--- src/rtl/smul_pkg.sv ---
package smul_pkg;
  typedef enum logic {
    SM_IDLE = 1'b0,
    SM_RUN  = 1'b1
  } smul_state_e;
endpackage

--- src/rtl/smul_ctrl.sv ---
module smul_ctrl #(
  parameter int N = 8
) (
  input  logic                   clk,
  input  logic                   rst,
  input  logic                   start,
  output logic                   busy,
  output logic                   done,
  output logic                   launch,
  output logic [$clog2(N)-1:0]   step_idx,
  output logic                   last_step
);
  import smul_pkg::*;
  localparam int CW = $clog2(N);
  localparam logic [CW-1:0] LAST_IDX = CW'(N - 1);

  smul_state_e state_q;
  logic [CW-1:0] idx_q;
  logic done_q;

  assign busy      = (state_q == SM_RUN);
  assign launch    = start && (state_q == SM_IDLE);
  assign step_idx  = idx_q;
  assign last_step = busy && (idx_q == LAST_IDX);
  assign done      = done_q;

  always_ff @(posedge clk) begin
    if (rst) begin
      state_q <= SM_IDLE;
      idx_q   <= '0;
      done_q  <= 1'b0;
    end else begin
      done_q <= 1'b0;
      unique case (state_q)
        SM_IDLE: begin
          if (start) begin
            state_q <= SM_RUN;
            idx_q   <= '0;
          end
        end
        SM_RUN: begin
          if (idx_q == LAST_IDX) begin
            state_q <= SM_IDLE;
            done_q  <= 1'b1;
          end else begin
            idx_q <= idx_q + 1'b1;
          end
        end
        default: state_q <= SM_IDLE;
      endcase
    end
  end


  launch_busy_chk: assert property (@(posedge clk) disable iff (rst)
    launch |=> busy);

  run_continue_chk: assert property (@(posedge clk) disable iff (rst)
    (busy && !last_step) |=> busy);

  finish_pulse_chk: assert property (@(posedge clk) disable iff (rst)
    last_step |=> (done && !busy));

  done_single_chk: assert property (@(posedge clk) disable iff (rst)
    done |=> !done);

  start_busy_ignored_chk: assert property (@(posedge clk) disable iff (rst)
    (busy && start && !last_step) |=> (busy && !done));
endmodule

--- src/rtl/smul_ppgen.sv ---
module smul_ppgen #(
  parameter int N = 8
) (
  input  logic [N-1:0]           mcand,
  input  logic                   bit_set,
  input  logic                   neg_weight,
  input  logic [$clog2(N)-1:0]   shift,
  output logic [2*N-1:0]         term
);
  localparam int W = 2 * N;
  logic [W-1:0] ext;
  logic [W-1:0] shifted;

  assign ext     = {{N{mcand[N-1]}}, mcand};
  assign shifted = ext << shift;

  always_comb begin
    if (!bit_set)        term = '0;
    else if (neg_weight) term = (~shifted) + 1'b1;
    else                 term = shifted;
  end
endmodule

--- src/rtl/smul_accum.sv ---
module smul_accum #(
  parameter int N = 8
) (
  input  logic           clk,
  input  logic           rst,
  input  logic           clear,
  input  logic           add_en,
  input  logic [2*N-1:0] term,
  output logic [2*N-1:0] acc
);
  always_ff @(posedge clk) begin
    if (rst)         acc <= '0;
    else if (clear)  acc <= '0;
    else if (add_en) acc <= acc + term;
  end


  hold_idle_chk: assert property (@(posedge clk) disable iff (rst)
    (!clear && !add_en) |=> $stable(acc));

  clear_zero_chk: assert property (@(posedge clk) disable iff (rst)
    clear |=> (acc == '0));
endmodule

--- src/rtl/signed_shift_add_mul.sv ---
module signed_shift_add_mul #(
  parameter int N = 8
) (
  input  logic             clk,
  input  logic             rst,
  input  logic             start,
  input  logic [N-1:0]     mcand_i,
  input  logic [N-1:0]     mplier_i,
  output logic             busy,
  output logic             done,
  output logic [2*N-1:0]   product
);
  localparam int CW = $clog2(N);

  logic          launch;
  logic          last_step;
  logic [CW-1:0] step_idx;
  logic [N-1:0]  mcand_q;
  logic [N-1:0]  mplier_q;
  logic [2*N-1:0] term;

  smul_ctrl #(.N(N)) u_ctrl (
    .clk(clk), .rst(rst), .start(start),
    .busy(busy), .done(done), .launch(launch),
    .step_idx(step_idx), .last_step(last_step)
  );

  always_ff @(posedge clk) begin
    if (rst) begin
      mcand_q  <= '0;
      mplier_q <= '0;
    end else if (launch) begin
      mcand_q  <= mcand_i;
      mplier_q <= mplier_i;
    end
  end

  smul_ppgen #(.N(N)) u_ppgen (
    .mcand(mcand_q),
    .bit_set(mplier_q[step_idx]),
    .neg_weight(last_step),
    .shift(step_idx),
    .term(term)
  );

  smul_accum #(.N(N)) u_accum (
    .clk(clk), .rst(rst), .clear(launch),
    .add_en(busy), .term(term), .acc(product)
  );


  operands_held_chk: assert property (@(posedge clk) disable iff (rst)
    (busy && !last_step) |=> ($stable(mcand_q) && $stable(mplier_q)));
endmodule

--- config.mk ---
export PLATFORM = sky130hd
export DESIGN_NAME = signed_shift_add_mul
export DESIGN_NICKNAME = d
export VERILOG_FILES = /design/src/rtl/smul_pkg.sv /design/src/rtl/smul_ctrl.sv /design/src/rtl/smul_ppgen.sv /design/src/rtl/smul_accum.sv /design/src/rtl/signed_shift_add_mul.sv
export SDC_FILE = /design/constraint.sdc
export NUM_CORES = 1
export LEC_CHECK = 0
export BUFFER_PORTS_ARGS = -buffer_cell sky130_fd_sc_hd__buf_2
export CORE_MARGIN = 3
export CORE_UTILIZATION = 45
export CTS_BUF_LIST = sky130_fd_sc_hd__clkbuf_8 sky130_fd_sc_hd__clkbuf_16
export DETAILED_ROUTE_END_ITERATION = 7
export PLACE_DENSITY = 0.66
export SLEW_MARGIN = 20
export SYNTH_ARGS = -nofsm -noshare
export SYNTH_HDL_FRONTEND = slang
export SYNTH_SLANG_ARGS = --single-unit
--- constraint.sdc ---
create_clock -name clk -period 3.9 [get_ports clk]
set_input_delay 0.195 -clock clk [delete_from_list [all_inputs] [get_ports clk]]
set_output_delay 0.195 -clock clk [all_outputs]
set_load 0.1 [all_outputs]
==> implementation parameters, run 1 <==
Parameter                              Value

Yosys
  Post-synth net total ... between 400 and 500
  Main combinational cell family by area after synthesis ... simple AND/OR/NAND/NOR gates
  Portion of netlist area occupied by mux cells ... ~14%
  Library cells used by synthesis ... 55
  Share of async-settable or async-resettable flops after synthesis ... 0%
  Synth top cells by count ... sky130_fd_sc_hd__nand2_1, sky130_fd_sc_hd__nor2_1, sky130_fd_sc_hd__a21oi_1
  Gate Count Post-Synth ... 386
  FF+latch count, synth ... 37
  Fraction of the mapped netlist area in simple logic gates ... between 20% and 30%
  Combined area of all synthesized cells ... 0.00301 sq mm
  Predominant post-synthesis flop cell ... sky130_fd_sc_hd__dfxtp_1
  Synth warnings ... 0
  Share of the synthesized area in the top cell type ... between 20% and 30%
  Fraction of synthesized cell area in xor and xnor cells ... ~6.7%
  Most frequently used cell type in the post-synthesis netlist ... sky130_fd_sc_hd__nand2_1
  Ranking of synthesized cells by area ... sky130_fd_sc_hd__dfxtp_1, sky130_fd_sc_hd__nand2_1, sky130_fd_sc_hd__ha_1
  Count of flip-flops with a built-in enable after synthesis ... 0
  Adder-cell share of the synthesized area ... between 8 and 9%
  Compound-Gate Fraction of Synth Area ... 16.3%
  Portion of the post-synthesis area used by sequential elements ... between 20 and 25%
  Average instance area after synthesis ... just under 8 sq um
  Cell type with the largest total area after synthesis ... sky130_fd_sc_hd__dfxtp_1

Placed design
  Final HPWL from detailed placement ... 5340 microns
  Global placement routability congestion ... 0.900
  Post-Place Cell Area ... between 0.003 and 0.004 sq mm
  DP Worst Slack ... 0.0796 ns
  Port Buffers ... 36

Global routing
  All-Layer GR Usage ... about a fifth
  First-pass GRT wire length ... ~12000 microns
  Vias in the first global route ... 2544
  Number of antenna violations at the first check in global routing ... 0
  Total overflow reported by the global router ... 0
  Maximum number of pins on one net before global-route repair ... 26

Clock network
  Max H-tree Level ... 2
  CTS root buf ... sky130_fd_sc_hd__clkbuf_8
  Worst-Skew Late Latency ... roughly 0.3 ns
  Maximum clock insertion buffer count ... 2
  TritonCTS Buffers ... 5
  Clock sink count ... 37
  TritonCTS clock tree ... built
  CTS clock-pin slew for the worst setup and hold paths ... around 0.080 ns

Setup path
  Setup slack of the most critical reg-to-reg path ... 0.28 ns
  Critical path startpoint ... u_ctrl.step_idx[1]
  Data required time of the worst path ... approximately 4.1 ns
  CP max-delay cell ... sky130_fd_sc_hd__mux4_2
  Reg2Reg Launch Point ... u_ctrl.step_idx[1]
  Peak fanout along the critical path ... 5
  Critical path cell sequence ... buf_4, mux4_2, mux2i_4, nand2_2, nor3_2, a41oi_1, or3_1, a21oi_1, ha_1, a21oi_1, o21ai_0, a211oi_2, xnor2_1, a21oi_1, a31o_1
  Type of origin of the critical path ... flip-flop
  Critical path type ... reg -> reg
  Worst EP arrival ... between 3 and 4 ns
  Largest stage delay on the critical path ... around 0.5 ns
  Worst Setup EP ... u_accum.acc[15]
  Most used cell, CP ... sky130_fd_sc_hd__a21oi_1
  Destination of the worst register-to-register timing path ... u_accum.acc[15]
  Critical Path Sink Type ... flip-flop
  R2r worst-path depth ... 15

Routing
  Top layer used by detailed routing ... met4
  Count of TritonRoute iterations in the first routing pass ... 4
  Residual DRC ... 0
  Vias per inst ... 5.60
  Starting DRT DRC Count ... 200
  Met2 wire length ... ~3400 microns
  Total via count after detailed routing ... approximately 2800
  Average detailed-routed wire length per instance ... ~14 microns
  Detailed-route wire length on metal 1 ... ~3400 microns
  Antenna violation net count after detailed routing ... 0
  Total wire length after detailed routing ... 7190 microns
  Total met3 wirelength after detailed routing ... 349 microns

Finish
  NumNets Final ... between 400 and 500
  Diode count ... 0
  Synthesis-to-finish area growth ... 15.9%
  Layout Cell Area excl Fill ... about 0.0035 sq mm
  Fraction of layout instances using a drive strength above 1 ... between 20 and 25%
  Final Core Density ... ~54%

STA
  Clock Skews ... 0.00598 ns
  Worst slew margin relative to its limit ... 59.8%
  Final critical delay including setup and external delays ... 3.62 ns
  Endpoints failing setup ... 0
  Final clock period utilization by the worst path ... 92.8%
  Final max-slew violation count ... 0
  Tightest Pin Transition ... 0.603 ns
  Hold Vio Cnt, Final ... 0
  Fmax ... 276 MHz
  Final worst-path setup slack ... approximately 0.28 ns

Floorplan
  Num ports ... 37
  Full die area ... ~0.0077 sq mm
  Starting density of the core ... between 40 and 50%
  Total core area ... 0.00642 sq mm
  Site Rows ... 29
  Die W ... 87.7 microns
  Vertical die dimension ... slightly below 90 microns

Power
  Power, Total ... around 0.00094 W
  Switching power ... 0.000281 W
  Clk network pwr share ... a little under two fifths
  Switching power as a share of total power ... about 30%
  Pwr Density ... 269 mW/mm^2
  Internal Dissipation ... approximately 0.00066 W
  Max IR drop VDD ... 0.000210 V
  Comb pwr share ... approximately 20%
  Sequential fraction of design power ... a little over two fifths
  Leakage component of the power ... roughly 1.5 nW

Run
  Reported max-cap violation count ... 0

Min path
  Classification of the worst-slack hold path ... in -> reg

Status
  Status ... complete, no violations
registers in the layout, summed over array words and instances, names as in the netlist:
name / count
u_accum.acc: 16
mcand_q: 8
mplier_q: 8
u_ctrl.step_idx: 3
u_ctrl.busy: 1
u_ctrl.done: 1
layout make-up:
class	instances	area [sq um]
clock buffers	5	68.8
clock inverters	3	46.3
fillers	623	2940
inverters	10	37.5
multi-input cells	314	2150
flip-flops and latches	37	743
well taps	77	96.3
repair buffers	56	347
worst min path at each step:
stage | startpoint | endpoint | slack (ns) | cells past startpoint
floorplan | rst | mplier_q[3] | 0.26 | 1
global placement | mcand_i[6] | mcand_q[6] | 0.44 | 3
detailed placement | mcand_i[6] | mcand_q[6] | 0.44 | 3
CTS | mcand_i[6] | mcand_q[6] | 0.12 | 3
global route | mcand_i[1] | mcand_q[1] | 0.13 | 3
finish | mcand_i[2] | mcand_q[2] | 0.12 | 3
critical path: cells and delay by family (launching register included):
family          cells  cell delay (ns)
compound gates      7             1.16
xor+xnor            1             0.17
simple gates        3             0.70
fa+ha+maj           1             0.27
buf+inv             1             0.14
flops               1             0.40
mux                 2             0.69
placed cells by master, fill, tap and decap left out, types with 3 or more instances in the layout:
| cell | n |
|---|---|
| sky130_fd_sc_hd__clkbuf_8 | 5 |
| sky130_fd_sc_hd__nor2b_1 | 6 |
| sky130_fd_sc_hd__mux2_2 | 4 |
| sky130_fd_sc_hd__inv_1 | 10 |
| sky130_fd_sc_hd__mux4_2 | 7 |
| sky130_fd_sc_hd__dfxtp_1 | 35 |
| sky130_fd_sc_hd__o21ai_0 | 14 |
| sky130_fd_sc_hd__nand3_1 | 7 |
| sky130_fd_sc_hd__a21o_1 | 4 |
| sky130_fd_sc_hd__nor3_1 | 3 |
| sky130_fd_sc_hd__nor2_1 | 51 |
| sky130_fd_sc_hd__a31oi_1 | 3 |
| sky130_fd_sc_hd__nand3b_1 | 5 |
| sky130_fd_sc_hd__xor2_1 | 9 |
| sky130_fd_sc_hd__buf_4 | 18 |
| sky130_fd_sc_hd__nand2b_1 | 7 |
| sky130_fd_sc_hd__buf_2 | 36 |
| sky130_fd_sc_hd__mux2i_1 | 19 |
| sky130_fd_sc_hd__nand2_1 | 60 |
| sky130_fd_sc_hd__xnor2_1 | 14 |
| sky130_fd_sc_hd__a21oi_1 | 37 |
| sky130_fd_sc_hd__ha_1 | 18 |
per-layer routing:
metal  vias up  global-route usage (%)
li1       1426                       -
met2        76                    31.2
met3         9                    3.76
met1      1299                    25.5
met4         0                    5.58
met5         -                       0
power by group through the flow:
| stage | Sequential (W) | Combinational (W) | Clock, W |
|---|---|---|---|
| after floorplan | 0.000420 | 0.000129 | 0 |
| after global placement | 0.000412 | 0.000181 | 0 |
| after detailed placement | 0.000412 | 0.000184 | 0 |
| after CTS | 0.000403 | 0.000184 | 0.000356 |
| after global routing | 0.000406 | 0.000207 | 0.000373 |
| final | 0.000404 | 0.000188 | 0.000347 |
kinds of logic after synthesis:
family,after synthesis
AO/OA/AOI/OAI,80
buffers and inverters,35
flip-flops,37
AND/OR/NAND/NOR,160
adder cells (fa/ha/maj),19
XOR/XNOR,23
multiplexers,32
timing repair:
action                                  CTS  global route
endpoints found under the setup margin    0             6
hold endpoints to repair                  0             0
hold buffers                              0             0
buffers inserted                          0             0
resized for setup                         0            15
stage by stage:
stage                     TNS [ns]  hold WS (ns)  std cells
after detailed placement         0         0.440        494
after global placement           0         0.436        494
after CTS                        0         0.119        502
after floorplan                  0         0.264        386
final                            0         0.124        502
after global routing       -0.0461         0.126        502
Power figures use the tool's default switching activity.
==> inputs of run 2 (changes only) <==
--- a/config.mk
+++ b/config.mk
@@ -6,11 +6,12 @@
 export NUM_CORES = 1
 export LEC_CHECK = 0
 export BUFFER_PORTS_ARGS = -buffer_cell sky130_fd_sc_hd__buf_2
+export CELL_PAD_IN_SITES_DETAIL_PLACEMENT = 0
+export CELL_PAD_IN_SITES_GLOBAL_PLACEMENT = 1
 export CORE_MARGIN = 3
-export CORE_UTILIZATION = 45
-export CTS_BUF_LIST = sky130_fd_sc_hd__clkbuf_8 sky130_fd_sc_hd__clkbuf_16
+export CORE_UTILIZATION = 39
 export DETAILED_ROUTE_END_ITERATION = 7
-export PLACE_DENSITY = 0.66
+export PLACE_DENSITY = 0.75
 export SLEW_MARGIN = 20
 export SYNTH_ARGS = -nofsm -noshare
 export SYNTH_HDL_FRONTEND = slang
==> constraint.sdc (replaced) <==
create_clock -name clk -period 3.05 [get_ports clk]
set_input_delay 0.1525 -clock clk [delete_from_list [all_inputs] [get_ports clk]]
set_output_delay 0.1525 -clock clk [all_outputs]
set_load 0.1 [all_outputs]
==> run 2 against run 1 <==
  * The run now ends with negative setup slack left
  * Combinational power grew 86%
  * Critical path type unchanged
  * Fmax grew 2.3%
  * Non-clock buffer count grew 88
  * Hold slack lost 0.047 ns
  * Total power grew 32%
  * Die area grew 14%
  * Setup slack lost 0.77 ns
  * Highest routed layer unchanged
  * Design area grew 30%
  * Routed wire length grew 24%
  * Clock power grew 9.5%
  * Largest power group unchanged
==> implementation parameters, run 2 (same netlist as run 1, synthesis figures left out) <==
Parameter                              Value

Routing
  Detailed-route wire length on metal 1 ... 3970 microns
  Starting DRT DRC Count ... 145
  Total met3 wirelength after detailed routing ... about 370 microns
  Total via count after detailed routing ... approximately 3200
  Top layer used by detailed routing ... met4
  Average detailed-routed wire length per instance ... 14.6 microns
  Count of TritonRoute iterations in the first routing pass ... 4
  Vias per inst ... between 5 and 6
  Residual DRC ... 0
  Met2 wire length ... about 4500 microns
  Antenna violation net count after detailed routing ... 0
  Total wire length after detailed routing ... just under 9000 microns

Global routing
  Number of antenna violations at the first check in global routing ... 0
  Maximum number of pins on one net before global-route repair ... 33
  Total overflow reported by the global router ... 0
  All-Layer GR Usage ... about a fifth
  Vias in the first global route ... ~3200
  First-pass GRT wire length ... about 14000 microns

Setup path
  Type of origin of the critical path ... flip-flop
  Data required time of the worst path ... approximately 3.3 ns
  Most used cell, CP ... sky130_fd_sc_hd__mux2i_4
  Destination of the worst register-to-register timing path ... u_accum.acc[15]
  CP max-delay cell ... sky130_fd_sc_hd__dfxtp_4
  Critical Path Sink Type ... flip-flop
  Largest stage delay on the critical path ... ~0.40 ns
  Family with the most delay on the worst path ... simple AND/OR/NAND/NOR gates
  Critical path type ... reg -> reg
  Worst EP arrival ... ~3.8 ns
  Setup slack of the most critical reg-to-reg path ... -0.49 ns
  R2r worst-path depth ... 16
  Count of buffer and inverter cells on the critical path ... 2
  Critical path cell sequence ... buf_6, mux2_2, mux2i_4, mux2i_4, nor4_4, buf_4, and2_4, a31oi_1, xor2_1, nor2_1, ha_1, and3_1, a211oi_2, xnor2_1, a21oi_1, a31o_1
  Peak fanout along the critical path ... 5
  Reg2Reg Launch Point ... u_ctrl.step_idx[1]

Finish
  NumNets Final ... 550
  Final Core Density ... 61.6%
  Layout Cell Area excl Fill ... 0.00454 sq mm
  Most used cells in the layout excluding fill and tap cells ... sky130_fd_sc_hd__buf_4, sky130_fd_sc_hd__nand2_1, sky130_fd_sc_hd__nor2_1, sky130_fd_sc_hd__buf_2, sky130_fd_sc_hd__dfxtp_1
  Fraction of layout instances using a drive strength above 1 ... between 40 and 50%
  Flip-flop count of the largest register, all copies and words added ... 16
  Commonest non-fill, non-tap cell in the layout ... sky130_fd_sc_hd__buf_4
  Largest register by flop count ... u_accum.acc
  Registers with the most flip-flops ... u_accum.acc x16, mcand_q x8, mplier_q x8
  Diode count ... 0
  Final non-filler cell total ... slightly above 600
  Synthesis-to-finish area growth ... 51.0%

Clock network
  Clock sink count ... 37
  Hold buffer count at cts ... 0
  TritonCTS clock tree ... built
  Worst-Skew Late Latency ... roughly 0.31 ns
  CTS clock-pin slew for the worst setup and hold paths ... approximately 0.1 ns
  Max H-tree Level ... 2
  TritonCTS Buffers ... 5
  CTS root buf ... sky130_fd_sc_hd__clkbuf_8
  Maximum clock insertion buffer count ... 2

Placed design
  Cells after DPL ... just under 600
  Global placement routability congestion ... slightly above 0.9
  Port Buffers ... 36
  Post-Place Cell Area ... roughly 0.0039 sq mm
  Final HPWL from detailed placement ... a little over 6000 microns

Power
  Pwr Density ... ~270 mW/mm^2
  Max IR drop VDD ... 0.000193 V
  Power, Total ... roughly 0.0012 W
  Leakage component of the power ... 2.05 nW

Floorplan
  Die W ... around 94 microns
  Num ports ... 37
  Starting density of the core ... between 40 and 50%
  Vertical die dimension ... 93.8 microns
  Full die area ... about 0.009 sq mm
  Total core area ... ~0.0074 sq mm
  Site Rows ... 31

STA
  Endpoints failing setup ... 10
  Fin Hold WS ... 0.0775 ns
  Final worst-path setup slack ... -0.486 ns
  Unrepaired setup endpoints after global routing ... yes
  Final max-slew violation count ... 0
  Fmax ... ~280 MHz
  Final clock period utilization by the worst path ... 116%
  Tightest Pin Transition ... roughly 0.62 ns
  Hold Vio Cnt, Final ... 0
  Worst slew margin relative to its limit ... 58.5%
  Clock Skews ... around 0.016 ns
  Final critical delay including setup and external delays ... around 3.5 ns

Min path
  Launch point of the worst hold path ... mplier_i[0]
  Hold Path Sink ... mplier_q[0]
  Classification of the worst-slack hold path ... in -> reg
  Worst hold path cell count ... 3

Run
  Reported max-cap violation count ... 0

Status
  Status ... finished with violations
  Failing checks ... negative setup slack
-- run 2: cell types whose count changed in the layout (fill, tap and decap cells not counted), sizes merged --
cell and delta:
buf +88, inv +1, bufinv -1
-- run 2: cell type report --
cell class | instances | area, sq um
Sequential cell | 37 | 751
Clock inverter | 3 | 25.0
Timing Repair Buffer | 144 | 1030
Inverter | 10 | 37.5
Clock buffer | 5 | 68.8
Fill cell | 659 | 2830
Multi-Input combinational cell | 314 | 2510
Tap cell | 99 | 124
-- run 2: power breakdown --
part	internal [W]	total, W	switching [W]	leakage [nW]
clock	0.000165	0.000380	0.000214	0.0447
sequential	0.000498	0.000515	0.0000168	0.303
combinational	0.000168	0.000349	0.000181	1.70
-- run 2: worst max path at each step --
stage	endpoint	depth (start not counted)	from	slack (ns)
after floorplan	u_accum.acc[15]	19	u_ctrl.step_idx[1]	-0.35
after global placement	u_accum.acc[15]	16	u_ctrl.step_idx[1]	-0.45
after detailed placement	u_accum.acc[15]	17	u_ctrl.step_idx[1]	-0.53
after CTS	u_accum.acc[15]	16	u_ctrl.step_idx[1]	-0.42
after global routing	u_accum.acc[15]	15	u_ctrl.step_idx[1]	-0.67
final	u_accum.acc[15]	16	u_ctrl.step_idx[1]	-0.49
-- run 2: stage by stage --
| step | TNS, ns | worst slack [ns] |
|---|---|---|
| after floorplan | -0.727 | -0.352 |
| after global placement | -2.48 | -0.451 |
| after detailed placement | -2.86 | -0.529 |
| after CTS | -2.22 | -0.416 |
| after global routing | -4.36 | -0.672 |
| final | -2.71 | -0.486 |
-- run 2: what timing repair did --
| item | 4_1_cts | 5_1_grt |
|---|---|---|
| hold endpoints to repair | 0 | 0 |
| pin swaps | 27 | 36 |
| buffers inserted | 18 | 7 |
| setup endpoints to repair | 9 | 13 |
| resized for setup | 37 | 52 |
-- run 2: layer usage --
metal	global-route usage, %	up-vias
met4	4.21	0
li1	-	1595
met3	3.04	13
met2	35.2	65
met1	26.2	1506
met5	0	-
-- run 2: worst register-to-register path: stages (launching register included) --
cell and delay (ns):
sky130_fd_sc_hd__dfxtp_4 0.40, sky130_fd_sc_hd__buf_6 0.11, sky130_fd_sc_hd__mux2_2 0.35, sky130_fd_sc_hd__mux2i_4 0.19, sky130_fd_sc_hd__mux2i_4 0.11, sky130_fd_sc_hd__nor4_4 0.40, sky130_fd_sc_hd__buf_4 0.18, sky130_fd_sc_hd__and2_4 0.15
sky130_fd_sc_hd__a31oi_1 0.09, sky130_fd_sc_hd__xor2_1 0.17, sky130_fd_sc_hd__nor2_1 0.07, sky130_fd_sc_hd__ha_1 0.33, sky130_fd_sc_hd__and3_1 0.21, sky130_fd_sc_hd__a211oi_2 0.24, sky130_fd_sc_hd__xnor2_1 0.18, sky130_fd_sc_hd__a21oi_1 0.09
sky130_fd_sc_hd__a31o_1 0.19
